===== config.mk =====
export PLATFORM = sky130hd
export DESIGN_NAME = rev_addsub
export DESIGN_NICKNAME = d
export VERILOG_FILES = /design/src/rtl/rev_pkg.sv /design/src/rtl/rev_dxor_gate.sv /design/src/rtl/rev_fadd_gate.sv /design/src/rtl/rev_bcond.sv /design/src/rtl/rev_ripple.sv /design/src/rtl/rev_addsub.sv
export SDC_FILE = /design/constraint.sdc
export NUM_CORES = 1
export LEC_CHECK = 0
export ABC_AREA = 1
export CAP_MARGIN = 20
export CORE_MARGIN = 1
export CORE_UTILIZATION = 30
export DETAILED_ROUTE_END_ITERATION = 12
export DONT_BUFFER_PORTS = 1
export GPL_TIMING_DRIVEN = 0
export PLACE_DENSITY = 0.45
export SYNTH_ARGS = -nofsm -noshare
export SYNTH_HDL_FRONTEND = slang
export SYNTH_HIERARCHICAL = 1
export SYNTH_SLANG_ARGS = --single-unit

===== constraint.sdc =====
create_clock -name vclk -period 7.64
set_input_delay 0.382 -clock vclk [all_inputs]
set_output_delay 0.382 -clock vclk [all_outputs]
set_load 0.05 [all_outputs]

===== src/rtl/rev_pkg.sv =====
package rev_pkg;

    typedef struct packed {
        logic ctl;
        logic x1;
        logic x2;
    } dxor_out_t;

    typedef struct packed {
        logic pa;
        logic pb;
        logic sum;
        logic carry;
    } fadd_out_t;

    localparam int DXOR_QCOST = 2;
    localparam int FADD_QCOST = 6;

    function automatic int metric_gates(input int n);
        return n + n / 2;
    endfunction

    function automatic int metric_ancilla(input int n);
        return n;
    endfunction

    function automatic int metric_garbage(input int n);
        return 2 * n + 1;
    endfunction

    function automatic int metric_qcost(input int n);
        return (n / 2) * DXOR_QCOST + n * FADD_QCOST;
    endfunction

endpackage


===== src/rtl/rev_dxor_gate.sv =====
module rev_dxor_gate
    import rev_pkg::*;
(
    input  logic      p_a,
    input  logic      p_b,
    input  logic      p_c,
    output dxor_out_t q
);
    always_comb begin
        q.ctl = p_a;
        q.x1  = p_a ^ p_b;
        q.x2  = p_a ^ p_c;
    end
endmodule


===== src/rtl/rev_fadd_gate.sv =====
module rev_fadd_gate
    import rev_pkg::*;
(
    input  logic      a,
    input  logic      b,
    input  logic      c,
    input  logic      d,
    output fadd_out_t q
);
    always_comb begin
        q.pa    = a;
        q.pb    = b;
        q.sum   = a ^ b ^ c;
        q.carry = ((a ^ b) & c) ^ (a & b) ^ d;
    end
endmodule


===== src/rtl/rev_bcond.sv =====
module rev_bcond
    import rev_pkg::*;
#(
    parameter int N = 16
) (
    input  logic         ctrl,
    input  logic [N-1:0] b_in,
    output logic [N-1:0] b_cond,
    output logic         ctrl_tail
);
    localparam int PAIRS = N / 2;

    logic [PAIRS:0]  ctl_chain;
    dxor_out_t       gate_q [PAIRS];

    assign ctl_chain[0] = ctrl;

    for (genvar k = 0; k < PAIRS; k++) begin : g_pair
        rev_dxor_gate u_dxor (
            .p_a (ctl_chain[k]),
            .p_b (b_in[2*k]),
            .p_c (b_in[2*k+1]),
            .q   (gate_q[k])
        );
        assign ctl_chain[k+1] = gate_q[k].ctl;
        assign b_cond[2*k]    = gate_q[k].x1;
        assign b_cond[2*k+1]  = gate_q[k].x2;
    end

    assign ctrl_tail = ctl_chain[PAIRS];

    // conditioned operand follows the mode
    always_comb begin
        if (ctrl) a_r1_cond_invert: assert (b_cond == ~b_in);
        else      a_r1_cond_pass:   assert (b_cond == b_in);
    end
endmodule


===== src/rtl/rev_ripple.sv =====
module rev_ripple
    import rev_pkg::*;
#(
    parameter int N = 16
) (
    input  logic [N-1:0] a_in,
    input  logic [N-1:0] b_in,
    input  logic         c_in,
    output logic [N-1:0] sum,
    output logic         c_out,
    output logic [N-1:0] pass_a,
    output logic [N-1:0] pass_b
);
    localparam logic ANCILLA = 1'b0;

    logic [N:0] carry;
    fadd_out_t  cell_q [N];

    assign carry[0] = c_in;

    for (genvar i = 0; i < N; i++) begin : g_bit
        rev_fadd_gate u_fadd (
            .a (a_in[i]),
            .b (b_in[i]),
            .c (carry[i]),
            .d (ANCILLA),
            .q (cell_q[i])
        );
        assign sum[i]     = cell_q[i].sum;
        assign carry[i+1] = cell_q[i].carry;
        assign pass_a[i]  = cell_q[i].pa;
        assign pass_b[i]  = cell_q[i].pb;
    end

    assign c_out = carry[N];

    // gate row leaves operands intact and yields the arithmetic sum
    always_comb begin
        a_r2_passthrough: assert (pass_a == a_in && pass_b == b_in);
        a_r2_row_sum: assert ({c_out, sum} ==
            ({1'b0, a_in} + {1'b0, b_in} + {{N{1'b0}}, c_in}));
    end
endmodule


===== src/rtl/rev_addsub.sv =====
module rev_addsub
    import rev_pkg::*;
#(
    parameter int N = 16
) (
    input  logic [N-1:0]   op_a,
    input  logic [N-1:0]   op_b,
    input  logic           mode,
    input  logic           carry_in,
    output logic [N-1:0]   result,
    output logic           carry_out,
    output logic [2*N:0]   garbage
);
    localparam int GATE_COUNT    = metric_gates(N);
    localparam int ANCILLA_COUNT = metric_ancilla(N);
    localparam int GARBAGE_COUNT = metric_garbage(N);
    localparam int QUANTUM_COST  = metric_qcost(N);

    // width legality
    if ((N % 2) != 0 || N < 2) begin : g_bad_width
        $error("rev_addsub: N must be even and at least 2");
    end

    logic [N-1:0] b_cond;
    logic         ctrl_tail;
    logic         first_carry;
    logic [N-1:0] pass_a;
    logic [N-1:0] pass_b;

    rev_bcond #(.N(N)) u_bcond (
        .ctrl      (mode),
        .b_in      (op_b),
        .b_cond    (b_cond),
        .ctrl_tail (ctrl_tail)
    );

    assign first_carry = mode | carry_in;

    rev_ripple #(.N(N)) u_ripple (
        .a_in   (op_a),
        .b_in   (b_cond),
        .c_in   (first_carry),
        .sum    (result),
        .c_out  (carry_out),
        .pass_a (pass_a),
        .pass_b (pass_b)
    );

    always_comb begin
        for (int i = 0; i < N; i++) begin
            garbage[2*i]   = pass_a[i];
            garbage[2*i+1] = pass_b[i];
        end
        garbage[2*N] = ctrl_tail;
    end

    always_comb begin
        if (!mode) begin

            a_r3_add: assert ({carry_out, result} ==
                ({1'b0, op_a} + {1'b0, op_b} + {{N{1'b0}}, carry_in}));
        end else begin

            a_r4_sub: assert (result == (op_a - op_b));

            a_r5_no_borrow: assert (carry_out == (op_a >= op_b));
        end

        a_r6_garbage_tail: assert (garbage[2*N] == mode);
    end
endmodule


# == Word-level counts from Yosys, hierarchy flattened ==
# Cells that the tools add are included.
# totals
register_bits,0
latchBits,0
mem_bits_rw,0
romBits,0
in_bits,34
out_inout_bits,50
elab_cells,97
mem_count,0
# op_classes
addsub,0
multipliers,0
n_div,0
magnitude_cmp,0
eq_ne,0
n_shift,0
mux,0
bitwise,97
reduce_logical,0
# ops
operator,count
1-bit bitwise XOR,64
1-bit AND,32
1-bit bitwise OR,1

# == Depth between registers and ports, before layout ==
# logic_depth
depth_word,34
ltp_mapped,76
mapped_depth_nobuf,76

# == By module ==
# The synthesis kept the hierarchy.
# modules_own_cells
mod,instances,cells_per_inst,area_each_um2,seq_area_each_um2
rev_fadd_gate (u_ripple.g_bit[0].u_fadd ...),9,12,68.8,0.0
rev_fadd_gate (u_ripple.g_bit[3].u_fadd ...),7,8,53.8,0.0
rev_dxor_gate,8,10,41.3,0.0
rev_addsub,1,4,18.8,0.0
rev_ripple,1,1,3.8,0.0

# == Worst setup path after synthesis ==
# No wires, ideal clock.
# synth_path
path_type,input to output
from,input mode
to,output carry_out
arrival_time_ps,7766
required_ps,7258
setup_slack_ps,-508
cell_stages,69
n_path_buf,0
path_cell_list,inv_1 > nand2_1 > nand2_1 > inv_1 > fa_1 > inv_1 > nand2_1 > nand2_1 > inv_1 > fa_1 > inv_1 > nand2_1 > nand2_1 > inv_1 > fa_1 > inv_1 > nand2_1 > nand2_1 > (+33 left out) > inv_1 > nand2_1 > nand2_1 > inv_1 > fa_1 > inv_1 > nand2_1 > nand2_1 > inv_1 > fa_1 > inv_1 > nand2_1 > nand2_1 > inv_1 > fa_1 > inv_1 > nand2_1 > nand2_1
# synth_via
elab_chain_len,34
word_cells_on_any_way,81
classes_between,bitwise (81)
# synth_lines
element,line_no,source
"start, declared",rev_addsub.sv:8,"input logic mode,"
1-bit bitwise XOR (*),rev_dxor_gate.sv:11,q.x1 = p_a ^ p_b;
via b_cond[0],rev_addsub.sv:24,logic [N-1:0] b_cond;
1-bit bitwise XOR,rev_fadd_gate.sv:14,q.carry = ((a ^ b) & c) ^ (a & b) ^ d;
1-bit AND,rev_fadd_gate.sv:14,
1-bit bitwise XOR (*),rev_fadd_gate.sv:14,
via u_ripple.carry[1],rev_ripple.sv:16,logic [N:0] carry;
1-bit AND (*),rev_fadd_gate.sv:14,
1-bit bitwise XOR (*),rev_fadd_gate.sv:14,
via u_ripple.carry[2],rev_ripple.sv:16,
(+2 left out),-,
via u_ripple.carry[3],rev_ripple.sv:16,
(+2 left out),-,
via u_ripple.carry[4],rev_ripple.sv:16,
(+2 left out),-,
via u_ripple.carry[5],rev_ripple.sv:16,
(+2 left out),-,
via u_ripple.carry[6],rev_ripple.sv:16,
(+2 left out),-,
via u_ripple.carry[7],rev_ripple.sv:16,
(+2 left out),-,
via u_ripple.carry[8],rev_ripple.sv:16,
(+2 left out),-,
via u_ripple.carry[9],rev_ripple.sv:16,
(+2 left out),-,
via u_ripple.carry[10],rev_ripple.sv:16,
(+2 left out),-,
via u_ripple.carry[11],rev_ripple.sv:16,
(+2 left out),-,
via u_ripple.carry[12],rev_ripple.sv:16,
(+2 left out),-,
via u_ripple.carry[13],rev_ripple.sv:16,
1-bit AND (*),rev_fadd_gate.sv:14,
1-bit bitwise XOR (*),rev_fadd_gate.sv:14,
via u_ripple.carry[14],rev_ripple.sv:16,
1-bit AND (*),rev_fadd_gate.sv:14,
1-bit bitwise XOR (*),rev_fadd_gate.sv:14,
via u_ripple.carry[15],rev_ripple.sv:16,
1-bit AND (*),rev_fadd_gate.sv:14,
1-bit bitwise XOR (*),rev_fadd_gate.sv:14,
"end, declared",rev_addsub.sv:11,"output logic carry_out,"
# Mark *: on every way through the listed nets, which the timed path passes. The rest lies on a longest branch.

# == Final worst setup path ==
# layout_path
from,input mode
to,output result[15]
# layout_via
elab_chain_len,33
word_cells_on_any_way,79
classes_between,bitwise (79)
# layout_lines
element,line_no,source
1-bit bitwise XOR (*),rev_dxor_gate.sv:11,
via b_cond[0],rev_addsub.sv:24,
1-bit bitwise XOR,rev_fadd_gate.sv:14,
1-bit AND,rev_fadd_gate.sv:14,
1-bit bitwise XOR (*),rev_fadd_gate.sv:14,
via u_ripple.carry[1],rev_ripple.sv:16,
1-bit AND (*),rev_fadd_gate.sv:14,
1-bit bitwise XOR (*),rev_fadd_gate.sv:14,
via u_ripple.carry[2],rev_ripple.sv:16,
(+2 left out),-,
via u_ripple.carry[3],rev_ripple.sv:16,
(+2 left out),-,
via u_ripple.carry[4],rev_ripple.sv:16,
(+2 left out),-,
via u_ripple.carry[5],rev_ripple.sv:16,
(+2 left out),-,
via u_ripple.carry[6],rev_ripple.sv:16,
(+2 left out),-,
via u_ripple.carry[7],rev_ripple.sv:16,
(+2 left out),-,
via u_ripple.carry[8],rev_ripple.sv:16,
(+2 left out),-,
via u_ripple.carry[9],rev_ripple.sv:16,
(+2 left out),-,
via u_ripple.carry[10],rev_ripple.sv:16,
(+2 left out),-,
via u_ripple.carry[11],rev_ripple.sv:16,
(+2 left out),-,
via u_ripple.carry[12],rev_ripple.sv:16,
(+2 left out),-,
via u_ripple.carry[13],rev_ripple.sv:16,
1-bit AND (*),rev_fadd_gate.sv:14,
1-bit bitwise XOR (*),rev_fadd_gate.sv:14,
via u_ripple.carry[14],rev_ripple.sv:16,
1-bit AND (*),rev_fadd_gate.sv:14,
1-bit bitwise XOR (*),rev_fadd_gate.sv:14,
via u_ripple.carry[15],rev_ripple.sv:16,
1-bit bitwise XOR (*),rev_fadd_gate.sv:13,q.sum = a ^ b ^ c;
"end, declared",rev_addsub.sv:10,"output logic [N-1:0] result,"
# Marked as above.

==> results.json <==
{
  "wl_mm": 2.15,
  "synth_top_area_frac": 0.270,
  "required_ns": 7.26,
  "fin_ws_ns": -0.559,
  "drc": 0,
  "dp_hpwl_mm": 1.96,
  "nFlopsAndLatches": 0,
  "final_util": 0.396,
  "yosys.area.top_type": "nand2_1",
  "yosysMostFrequentCell": "nand2_1",
  "outcome": "finished, violations left",
  "syn_inst": 249,
  "ctsHoldBuffers": 0,
  "place_congestion": 0.652,
  "dr_total_vias": 1159,
  "cap_violations": 0,
  "period_share": 1.07,
  "finalPower_mw": 0.247,
  "worstPathMaxFanout": 5,
  "drt_iter0_markers": 18,
  "grt_pass1_vias": 1059,
  "antennaDiodeCount": 0,
  "dr.pass1.iters": 3,
  "clkbuf_count": 0,
  "min_to": "garbage[28]",
  "ir_drop_mv": 0.0574,
  "start_kind": "input port",
  "wire_per_inst_um": 6.38,
  "io_buffers": 0,
  "crit_top_cell": "nand2_1",
  "min_period_ns": 8.20,
  "synth_area_leaders": "nand2_1 27%, inv_1 26%, fa_1 24%",
  "drive_gt1_frac": 0.319,
  "fp-row-count": 24,
  "leakagePower_nw": 1.12,
  "grt_pass1_wl_mm": 3.94,
  "nFillCells": 497,
  "antenna_left": 0,
  "holdPathStages": 1,
  "die_h_um": 69.1,
  "grt_max_degree": 6,
  "initial_core_util": 0.312,
  "multi_input_area_um2": 895,
  "ys_types": 5,
  "synth_seq_area_share": 0,
  "violations": "negative setup slack",
  "coreArea_um2": 4320,
  "min_from": "op_a[14]",
  "yosysWarnings": 6,
  "dieArea_um2": 4770,
  "finalSetupViolCount": 3,
  "max_stage_delay_ns": 0.54,
  "area_growth_pct": 26.8,
  "ios": 84,
  "crit_path_end_kind": "primary output",
  "antenna_found_initial": 0,
  "grt_remaining_overflow": 0,
  "grt_use_total": 0.0917,
  "avgSynthCellArea_um2": 5.42,
  "seqCellArea_um2": 0,
  "critical_path_class": "in2out",
  "cp_slowest_cell": "fa_2",
  "rsz0062_at_grt": "true",
  "viasPerCell": 3.44,
  "yosys-top-cells-count": "97 x nand2_1, 94 x inv_1, 41 x buf_4",
  "cellPowerDensity_nw_per_um2": 145,
  "netlist_area_um2": 1350,
  "fmaxAchievable_ghz": 0.122,
  "worstPathArrival_ns": 7.82,
  "hold_viol": 0,
  "hold_class": "in2out",
  "die_x_um": 69.1,
  "finalMaxSlewViolations": 0,
  "fin_nets": 337
}
layout by cell type, fill, tap and decap left out:
| cell type | instances |
|---|---|
| inv_4 | 1 |
| clkinv_16 | 1 |
| nand2_1 | 85 |
| nand2_2 | 8 |
| inv_2 | 11 |
| inv_1 | 77 |
| nand2_4 | 4 |
| conb_1 | 32 |
| buf_4 | 46 |
| clkinvlp_4 | 3 |
| fa_2 | 16 |
| clkinv_8 | 1 |
how the worst max path moves through the flow:
stage / to / from / cells after the start / slack [ns]
6_report: result[15] / mode / 67 / -0.56
2_1_floorplan: result[15] / mode / 67 / -0.22
4_1_cts: result[15] / mode / 67 / -0.65
3_5_place_dp: result[15] / mode / 67 / -0.68
3_3_place_gp: result[15] / mode / 67 / -0.69
5_1_grt: result[15] / mode / 67 / -1.15
cell families after synthesis:
| family | synth area share |
|---|---|
| AND/OR/NAND/NOR | 0.270 |
| adder cells (fa/ha/maj) | 0.237 |
| buffers and inverters | 0.490 |
| other | 0.00278 |
final cells by class:
| cell class | instances | share of cell area |
|---|---|---|
| tap | 52 | 0.0380 |
| inverter | 94 | 0.237 |
| timing repair buffer | 5 | 0.0219 |
| multi-input combinational | 145 | 0.523 |
| buffer | 41 | 0.180 |
worst max-delay path, delay by kind of cell:
family                   cells  cell delay, ns
AND/OR/NAND/NOR             32            1.72
buffers and inverters       19            1.09
adder cells (fa/ha/maj)     16            4.63
where the power goes:
group	switching (mW)	internal (mW)	leakage, nW	total [mW]
Sequential	0	0	0	0
Clock	0	0	0	0
Combinational	0.180	0.0676	1.12	0.247
Total	0.180	0.0676	1.12	0.247
metal layers:
layer	vias to the layer above	global-route usage	routed length, µm	part of all wire
met3	0	0.0102	192	0.089
met2	45	0.164	1080	0.50
met4	0	0	0	0
met5	-	0	0	0
li1	655	-	-	-
met1	459	0.126	878	0.41
stage by stage:
stage	area [µm²]	setup WS, ns	cells	TNS [ns]	hold slack, ns
floorplan	1520	-0.224	280	-0.367	0.931
global placement	1590	-0.688	332	-1.41	0.932
detailed placement	1590	-0.678	332	-1.39	0.932
CTS	1630	-0.648	333	-1.22	0.932
global route	1710	-1.15	337	-2.74	0.932
finish	1710	-0.559	337	-0.947	0.931
timing repair:
item                       4_1_cts  5_1_grt
gates resized for setup         13       23
setup endpoints to repair        3        4
buffers inserted                 1        4
pin swaps                        6       15
Note: power is estimated with default switching activity, not from simulation.
